--- config.mk ---
export PLATFORM = sky130hd
export DESIGN_NAME = shiftadd_mul
export DESIGN_NICKNAME = d
export VERILOG_FILES = /design/src/rtl/shiftadd_mul_pkg.sv /design/src/rtl/mul_magnitude.sv /design/src/rtl/mul_acc_step.sv /design/src/rtl/mul_negate.sv /design/src/rtl/shiftadd_mul.sv
export SDC_FILE = /design/constraint.sdc
export NUM_CORES = 1
export LEC_CHECK = 0
export BUFFER_PORTS_ARGS = -buffer_cell sky130_fd_sc_hd__buf_2
export CAP_MARGIN = 25
export CORE_MARGIN = 8
export CORE_UTILIZATION = 47
export CTS_CLUSTER_DIAMETER = 80
export CTS_CLUSTER_SIZE = 28
export DETAILED_ROUTE_END_ITERATION = 8
export GPL_ROUTABILITY_DRIVEN = 0
export GPL_TIMING_DRIVEN = 1
export HOLD_SLACK_MARGIN = 0.02
export PLACE_DENSITY = 0.71
export SLEW_MARGIN = 40
export SYNTH_ARGS = -nofsm -noshare
export SYNTH_HDL_FRONTEND = slang
export SYNTH_SLANG_ARGS = --single-unit
--- constraint.sdc ---
create_clock -name clk_i -period 17.17 [get_ports clk_i]
set_clock_uncertainty 0.05 [all_clocks]
set_input_delay 0 -clock clk_i [delete_from_list [all_inputs] [get_ports clk_i]]
set_output_delay 0 -clock clk_i [all_outputs]
set_load 0.02 [all_outputs]
--- src/rtl/shiftadd_mul_pkg.sv ---
package shiftadd_mul_pkg;
  typedef enum logic [1:0] {
    ST_IDLE = 2'd0,
    ST_STEP = 2'd1,
    ST_FIX  = 2'd2
  } mul_state_e;
endpackage

--- src/rtl/mul_magnitude.sv ---
// Strips the sign of one operand; the most negative value maps to 2^(W-1).
module mul_magnitude #(
  parameter int W = 32
) (
  input  logic [W-1:0] val_i,
  input  logic         is_signed_i,
  output logic [W-1:0] mag_o,
  output logic         neg_o
);
  always_comb begin
    neg_o = is_signed_i & val_i[W-1];
    mag_o = neg_o ? (~val_i + W'(1)) : val_i;
  end
endmodule

--- src/rtl/mul_acc_step.sv ---
// 2W-bit accumulate built from two W-bit halves with an explicit carry.
module mul_acc_step #(
  parameter int W = 32
) (
  input  logic [W-1:0] acc_lo_i,
  input  logic [W-1:0] acc_hi_i,
  input  logic [W-1:0] mc_lo_i,
  input  logic [W-1:0] mc_hi_i,
  output logic [W-1:0] sum_lo_o,
  output logic [W-1:0] sum_hi_o
);
  logic [W:0] lo_wide;
  always_comb begin
    lo_wide  = {1'b0, acc_lo_i} + {1'b0, mc_lo_i};
    sum_lo_o = lo_wide[W-1:0];
    sum_hi_o = acc_hi_i + mc_hi_i + W'(lo_wide[W]);
  end
endmodule

--- src/rtl/mul_negate.sv ---
// Two's-complement negation of a 2W-bit value held as two halves.
module mul_negate #(
  parameter int W = 32
) (
  input  logic [W-1:0] lo_i,
  input  logic [W-1:0] hi_i,
  output logic [W-1:0] lo_o,
  output logic [W-1:0] hi_o
);
  always_comb begin
    lo_o = ~lo_i + W'(1);
    hi_o = ~hi_i + W'(lo_o == '0);
  end
endmodule

--- src/rtl/shiftadd_mul.sv ---
module shiftadd_mul
  import shiftadd_mul_pkg::*;
#(
  parameter int W = 32
) (
  input  logic         clk_i,
  input  logic         rst_ni,
  input  logic         start_i,
  input  logic [W-1:0] opa_i,
  input  logic [W-1:0] opb_i,
  input  logic         is_signed_i,
  output logic         busy_o,
  output logic         done_o,
  output logic [W-1:0] prod_hi_o,
  output logic [W-1:0] prod_lo_o
);
  localparam int CW = $clog2(W + 1);
  localparam logic [CW-1:0] LAST_STEP = CW'(W - 1);

  mul_state_e    state_q;
  logic [W-1:0]  mc_lo_q, mc_hi_q, mplier_q;
  logic [W-1:0]  acc_lo_q, acc_hi_q;
  logic [W-1:0]  res_hi_q, res_lo_q;
  logic          neg_q, done_q;
  logic [CW-1:0] step_q;

  logic [W-1:0]  mag_a, mag_b;
  logic          neg_a, neg_b;
  logic [W-1:0]  sum_lo, sum_hi, nxt_lo, nxt_hi, inv_lo, inv_hi;
  logic          last_step;

  mul_magnitude #(.W(W)) mag_a_i (
    .val_i(opa_i), .is_signed_i(is_signed_i), .mag_o(mag_a), .neg_o(neg_a)
  );
  mul_magnitude #(.W(W)) mag_b_i (
    .val_i(opb_i), .is_signed_i(is_signed_i), .mag_o(mag_b), .neg_o(neg_b)
  );

  mul_acc_step #(.W(W)) add_i (
    .acc_lo_i(acc_lo_q), .acc_hi_i(acc_hi_q),
    .mc_lo_i(mc_lo_q),   .mc_hi_i(mc_hi_q),
    .sum_lo_o(sum_lo),   .sum_hi_o(sum_hi)
  );

  mul_negate #(.W(W)) neg_i (
    .lo_i(acc_lo_q), .hi_i(acc_hi_q), .lo_o(inv_lo), .hi_o(inv_hi)
  );

  always_comb begin
    nxt_lo    = mplier_q[0] ? sum_lo : acc_lo_q;
    nxt_hi    = mplier_q[0] ? sum_hi : acc_hi_q;
    last_step = (mplier_q[W-1:1] == '0) || (step_q == LAST_STEP);
  end

  always_ff @(posedge clk_i) begin
    if (!rst_ni) begin
      state_q  <= ST_IDLE;
      mc_lo_q  <= '0;
      mc_hi_q  <= '0;
      mplier_q <= '0;
      acc_lo_q <= '0;
      acc_hi_q <= '0;
      res_hi_q <= '0;
      res_lo_q <= '0;
      neg_q    <= 1'b0;
      done_q   <= 1'b0;
      step_q   <= '0;
    end else begin
      done_q <= 1'b0;
      unique case (state_q)
        ST_IDLE: begin
          if (start_i) begin
            if (mag_a == '0 || mag_b == '0) begin
              res_hi_q <= '0;
              res_lo_q <= '0;
              done_q   <= 1'b1;
            end else begin
              mc_lo_q  <= mag_a;
              mc_hi_q  <= '0;
              mplier_q <= mag_b;
              acc_lo_q <= '0;
              acc_hi_q <= '0;
              neg_q    <= neg_a ^ neg_b;
              step_q   <= '0;
              state_q  <= ST_STEP;
            end
          end
        end
        ST_STEP: begin
          step_q   <= step_q + CW'(1);
          acc_lo_q <= nxt_lo;
          acc_hi_q <= nxt_hi;
          if (last_step) begin
            if (neg_q) begin
              state_q <= ST_FIX;
            end else begin
              res_hi_q <= nxt_hi;
              res_lo_q <= nxt_lo;
              done_q   <= 1'b1;
              state_q  <= ST_IDLE;
            end
          end else begin
            mc_hi_q  <= {mc_hi_q[W-2:0], mc_lo_q[W-1]};
            mc_lo_q  <= {mc_lo_q[W-2:0], 1'b0};
            mplier_q <= {1'b0, mplier_q[W-1:1]};
          end
        end
        ST_FIX: begin
          res_hi_q <= inv_hi;
          res_lo_q <= inv_lo;
          done_q   <= 1'b1;
          state_q  <= ST_IDLE;
        end
        default: state_q <= ST_IDLE;
      endcase
    end
  end

  assign busy_o    = (state_q != ST_IDLE);
  assign done_o    = done_q;
  assign prod_hi_o = res_hi_q;
  assign prod_lo_o = res_lo_q;
endmodule

Word level (Yosys, flattened, before mapping)
Index checks and enable logic that the tools add are counted.
Storage, ports and cells
  output and inout port bits: 66
  input bits: 68
  register bits: 234
Operators by class
  bitwise gates (word level): 8
  muxes and demuxes: 39
  reductions and logical operators: 15
  equality and inequality tests: 9
  add/sub/neg operators: 8
Operators with widths (number)
  $mux W32: 19
  $pmux W32 S2: 5
  $pmux W32 S3: 2
  $not A32 Y32: 4
  $add A32 B1 Y32 const B: 3
  $logic_not A32 Y1: 3
  $add A32 B1 Y32: 2
  $add A32 B32 Y33: 1
  $add A32 B32 Y32: 1
  $logic_not A31 Y1: 1
  $mux W6: 2
  $ne A2 B2 Y1 const B: 6
  $pmux W6 S2: 1
  $reduce_and A3 Y1: 3
  $mux W2: 4
  $add A6 B1 Y6 const B: 1
  $eq A6 B5 Y1 const B: 1
  $reduce_and A5 Y1: 1
  $mux W1: 4
  $pmux W2 S2: 1
  $reduce_and A4 Y1: 1
  $reduce_bool A2 Y1: 2
  $pmux W1 S3: 1
  $reduce_bool A3 Y1: 1
  7 further kinds: 9

Longest topological paths before layout
  depth after elaboration: 8
  gate-level depth with buffers: 26

Modules after synthesis
A second synthesis with hierarchy kept.
Second synthesis, totals
  cell total of the unflattened synthesis: 2051
  area total of the unflattened synthesis: 16957.5 um2
By module, submodules not included
  shiftadd_mul: instances 1, cells an instance 1183, area an instance 10906.7 um2, seq. area each 4684.5 um2
  mul_acc_step: instances 1, cells an instance 423, area an instance 3045.4 um2, seq. area each 0.0 um2
  mul_negate: instances 1, cells an instance 233, area an instance 1591.5 um2, seq. area each 0.0 um2
  mul_magnitude: instances 2, cells an instance 106, area an instance 706.9 um2, seq. area each 0.0 um2

Least setup slack after synthesis
OpenSTA, ideal clock, no wires.
  path kind: register to register
  start: register acc_lo_q[1]
  end: register res_hi_q[30], in the netlist prod_hi_o[30]
  arrival: 6.094 ns
  period minus slack after synthesis: 6.218 ns
  path slack: 10.952 ns
  data required time: 17.046 ns
  cell stages (with the launch flop): 27
  cell sequence: dfxtp_1 inv_1 ha_1 or4b_4 buf_6 or3_1 buf_2 or4_4 or3_4 or2_4 nor3_2 xnor2_1 nor4_1 nand4_1 nor4_1 ha_1 ha_1 nand3_1 or3b_2 nor4_1 nand2_1 or2_2 nor4_1 a21oi_1 o22ai_1 a21oi_1 o21ai_0
Between the ends
  longest elaborated chain between the ends: 6
  elaborated cells between the ends (all ways): 10
  classes of those cells: add/sub (4); mux (4); bitwise (1); reduce/logical (1)
RTL lines
  start, declared: line shiftadd_mul.sv:22  | logic [W-1:0] acc_lo_q, acc_hi_q;
  start signal, assigned: line shiftadd_mul.sv:91  | acc_lo_q <= nxt_lo;
  $add A32 B32 Y33: line mul_acc_step.sv:14  | lo_wide = {1'b0, acc_lo_i} + {1'b0, mc_lo_i};
  $add A32 B1 Y32: line mul_acc_step.sv:16  | sum_hi_o = acc_hi_i + mc_hi_i + W'(lo_wide[W]);
  $mux W32: line shiftadd_mul.sv:51  | nxt_hi = mplier_q[0] ? sum_hi : acc_hi_q;
  $mux W32: line shiftadd_mul.sv:94  | if (neg_q) begin
  $mux W32: line shiftadd_mul.sv:93  | if (last_step) begin
  $pmux W32 S3 (*): line shiftadd_mul.sv:70  | unique case (state_q)
  end signal, assigned: line shiftadd_mul.sv:97  | res_hi_q <= nxt_hi;
  end signal, assigned: line shiftadd_mul.sv:109  | res_hi_q <= inv_hi;
  end, declared: line shiftadd_mul.sv:23  | logic [W-1:0] res_hi_q, res_lo_q;
Mark *: on every way between the ends. The rest lies on a longest branch, timed or not. The select of a mux whose other input is x is not followed.
A chain may end at the register's enable or synchronous reset.

Final worst setup path
Ends and elaborated chain as after synthesis.

==> flow_metrics.env <==
export IMPL_outcome="finished, final reports clean"
export IMPL_cp_max_fo=9
export IMPL_place_area_mm2=0.0179
export IMPL_cts_clk_slew_worst_paths_ps=100
export IMPL_period_share_pct=42.7
export IMPL_die_area_mm2=0.0429
export IMPL_p_int_uw=835
export IMPL_drv_cap=0
export IMPL_synth_area_per_cell_um2=7.33
export IMPL_arrival_ps=7720
export IMPL_worst_ep_required_time_ps=17550
export IMPL_ys_ff_latch=234
export IMPL_critPathKind="flip-flop to flip-flop"
export IMPL_clock_latency_ps=510
export IMPL_area_delta_synth_final_pct=10.4
export IMPL_dieHeight_um=207
export IMPL_initial_core_util_pct=47.3
export IMPL_h_tree_depth=1
export IMPL_n_antenna_cell=0
export IMPL_rsz0062_at_grt="false"
export IMPL_switching_power_uw=432
export IMPL_end_kind="flip-flop"
export IMPL_avgRoutedWirePerCell_um=18.6
export IMPL_wl_um=53700
export IMPL_tightest_slew_ps=917
export IMPL_io_pins=134
export IMPL_route_antenna_remaining_nets=0
export IMPL_max_freq_mhz=136
export IMPL_grt_use_total_pct=23.4
export IMPL_drc_errors=0
export IMPL_grt_pass1_vias=16206
export IMPL_syn_area_mm2=0.0171
export IMPL_numCtsBuffers=15
export IMPL_setup_viol_count_final=0
export IMPL_switching_share_pct=34.1
export IMPL_seq_area_frac_synth_pct=27.3
export IMPL_first_iter_violations=1965
export IMPL_io_buffers=133
export IMPL_grt_pass1_wl_um=85500
export IMPL_finalHoldViolations=0
export IMPL_layout_nets=2549
export IMPL_postCtsSetupRepairBufs=0
export IMPL_vias=17605
export IMPL_grt_overflow_total=0
export IMPL_ir_worst_vdd_mv=0.0474
export IMPL_synth_warnings=0
export IMPL_numClockSinks=234
export IMPL_grt_start_max_net_pins=117
export IMPL_routed_via_density=6.11
export IMPL_power_frac_clock_pct=30.3
export IMPL_pwr_share_seq_pct=46.1
export IMPL_drive_above_1_share_pct=9.90
export IMPL_cts_tree="yes"
export IMPL_hp_class="input pin to flip-flop"
export IMPL_cp_slowest_stage_delay_ps=580
export IMPL_crit_slowest_cell="or3b_2"
export IMPL_antenna_found_initial=0
export IMPL_synth_ff_type="dfxtp_1"
export IMPL_yosys_cell_types_count=93
export IMPL_fp_coreArea_mm2=0.0363
export IMPL_leakagePower_nw=7.56
export IMPL_syn_inst=2341
export IMPL_power_frac_comb_pct=23.6
export IMPL_slew_headroom_pct=38.3
export IMPL_rows=70
export IMPL_synth_edf_count=0
export IMPL_slew_viol_final=0
export IMPL_period_needed_ps=7340
export IMPL_syn_nets=2485
export IMPL_start_kind="flip-flop"
export IMPL_place_hpwl_um=38600
export IMPL_fin_tns_setup_ps=0
export IMPL_power_mw=1.27
export IMPL_crit_chain="inv_1 > ha_1 > or4b_4 > or3_1 > or4_4 > or3_4 > or2_4 > nor3_2 > xnor2_1 > nor4_1 > nand4_1 > nor4_1 > ha_1 > ha_1 > nand3_1 > or3b_2 > nor4_1 > nand2_1 > or2_2 > nor4_1 > a21oi_1 > o22ai_1 > a21oi_1 > o21ai_0"
export IMPL_die_w_um=207
export IMPL_cpMostUsedCell="nor4_1"
export IMPL_cts_root_buffer="clkbuf_16"
export IMPL_fin_area_mm2=0.0189
export IMPL_pwr_density_cell_mw_per_mm2=66.9
export IMPL_drtPass1Iterations=8
export IMPL_clock_path_buffers=3
export IMPL_synth_async_reset_ratio_pct=0
## sequential cells by signal (all words and copies together) (netlist names), 6 cells and up
register	count
acc_hi_q	32
acc_lo_q	32
mc_hi_q	32
mc_lo_q	32
mplier_q	32
prod_hi_o	32
prod_lo_o	32
step_q	6
## placed cells by master, fill, tap and decap left out, types with 13 or more instances in the layout
cell,count
clkbuf_16,15
or4_1,13
o21ai_0,167
a21oi_1,256
inv_1,45
a22o_1,24
nor2b_1,18
nand2b_1,19
and2_1,15
or2_2,14
mux2i_1,38
a211oi_1,16
o21bai_1,13
buf_4,15
and3_1,13
xor2_1,48
a22oi_1,40
nand3_1,50
dfxtp_1,234
nor2_1,233
a21o_1,46
nor4_1,34
nor3_1,77
or3_1,29
nand2_1,312
buf_2,133
o31ai_1,21
xnor2_1,95
dlygate4sd3_1,58
nand4_1,21
ha_1,71
a31oi_1,31
## worst paths after layout
kind / start / end / slack (ps) / depth (start not counted)
max: acc_lo_q[1] / prod_hi_o[30] / 9830 / 24
min: opa_i[31] / mc_lo_q[31] / 30 / 5
max reg2reg: acc_lo_q[1] / prod_hi_o[30] / 9830 / 24
min reg2reg: prod_lo_o[15] / prod_lo_o[15] / 410 / 2
## area by class of cell
type / instances / area, um2
Multi-Input combinational cell: 1896 / 11600
Clock buffer: 15 / 375
Clock inverter: 10 / 101
Timing Repair Buffer: 209 / 1390
Sequential cell: 234 / 4680
Fill cell: 3558 / 17300
Tap cell: 468 / 586
Inverter: 49 / 189
## worst max-delay path, delay by kind of cell, from the launching register on
kind | cells | cell delay (ps)
and+or+nand+nor | 15 | 5190
adders and majority gates | 3 | 850
AOI/OAI and AO/OA | 4 | 510
DFF | 1 | 410
xor gates and xnor gates | 1 | 130
buffers and inverters | 1 | 120
## synth_stat cells, drive strengths merged, types with 50 or more instances
master / count / area (um2)
a21oi: 257 / 1290
buf: 50 / 327
clkbuf: 112 / 420
dfxtp: 234 / 4680
ha: 73 / 913
nand2: 313 / 1170
nand3: 50 / 250
nor2: 237 / 900
nor3: 82 / 425
o21ai: 174 / 882
xnor2: 95 / 832
## per-stage QoR
step | worst slack [ps] | std cells | hold slack [ps] | util, %
6_report | 9830 | 2881 | 28.8 | 52.2
4_1_cts | 9960 | 2881 | 21.7 | 52.2
5_1_grt | 9360 | 2881 | 61.0 | 52.2
3_3_place_gp | 10190 | 2798 | 237 | 49.2
2_1_floorplan | 10950 | 2341 | 75.8 | -
3_5_place_dp | 9990 | 2798 | 242 | 49.3
## cell families (layout without fill, tap and decap cells)
| family | after synthesis | in the layout | synth area share, % |
|---|---|---|---|
| multiplexers | 42 | 42 | 2.50 |
| XOR/XNOR | 143 | 143 | 7.30 |
| adder cells (fa/ha/maj) | 76 | 76 | 5.68 |
| buffers and inverters | 211 | 283 | 5.43 |
| AO/OA/AOI/OAI | 738 | 738 | 27.1 |
| AND/OR/NAND/NOR | 897 | 897 | 24.7 |
| flip-flops | 234 | 234 | 27.3 |
## power groups by stage
stage / combinational (mW) / sequential [mW] / clock [mW]
after global placement: 0.275 / 0.594 / 0
after CTS: 0.294 / 0.583 / 0.394
after detailed placement: 0.283 / 0.595 / 0
after global routing: 0.327 / 0.586 / 0.410
after floorplan: 0.215 / 0.585 / 0
final: 0.299 / 0.584 / 0.384
## layer usage
layer / GRT usage [%] / up-vias / wire (um)
met5: 0 / - / 0
met4: 7.37 / 0 / 1610
met3: 3.19 / 120 / 4340
met2: 37.4 / 762 / 23800
met1: 32.2 / 8139 / 24000
li1: - / 8584 / -
## timing repair
item / CTS / global route
endpoints found under the hold margin: 67 / 0
hold buffers: 58 / 0
gates resized for setup: 0 / 0
No activity file was read; power rests on OpenSTA's default activity.
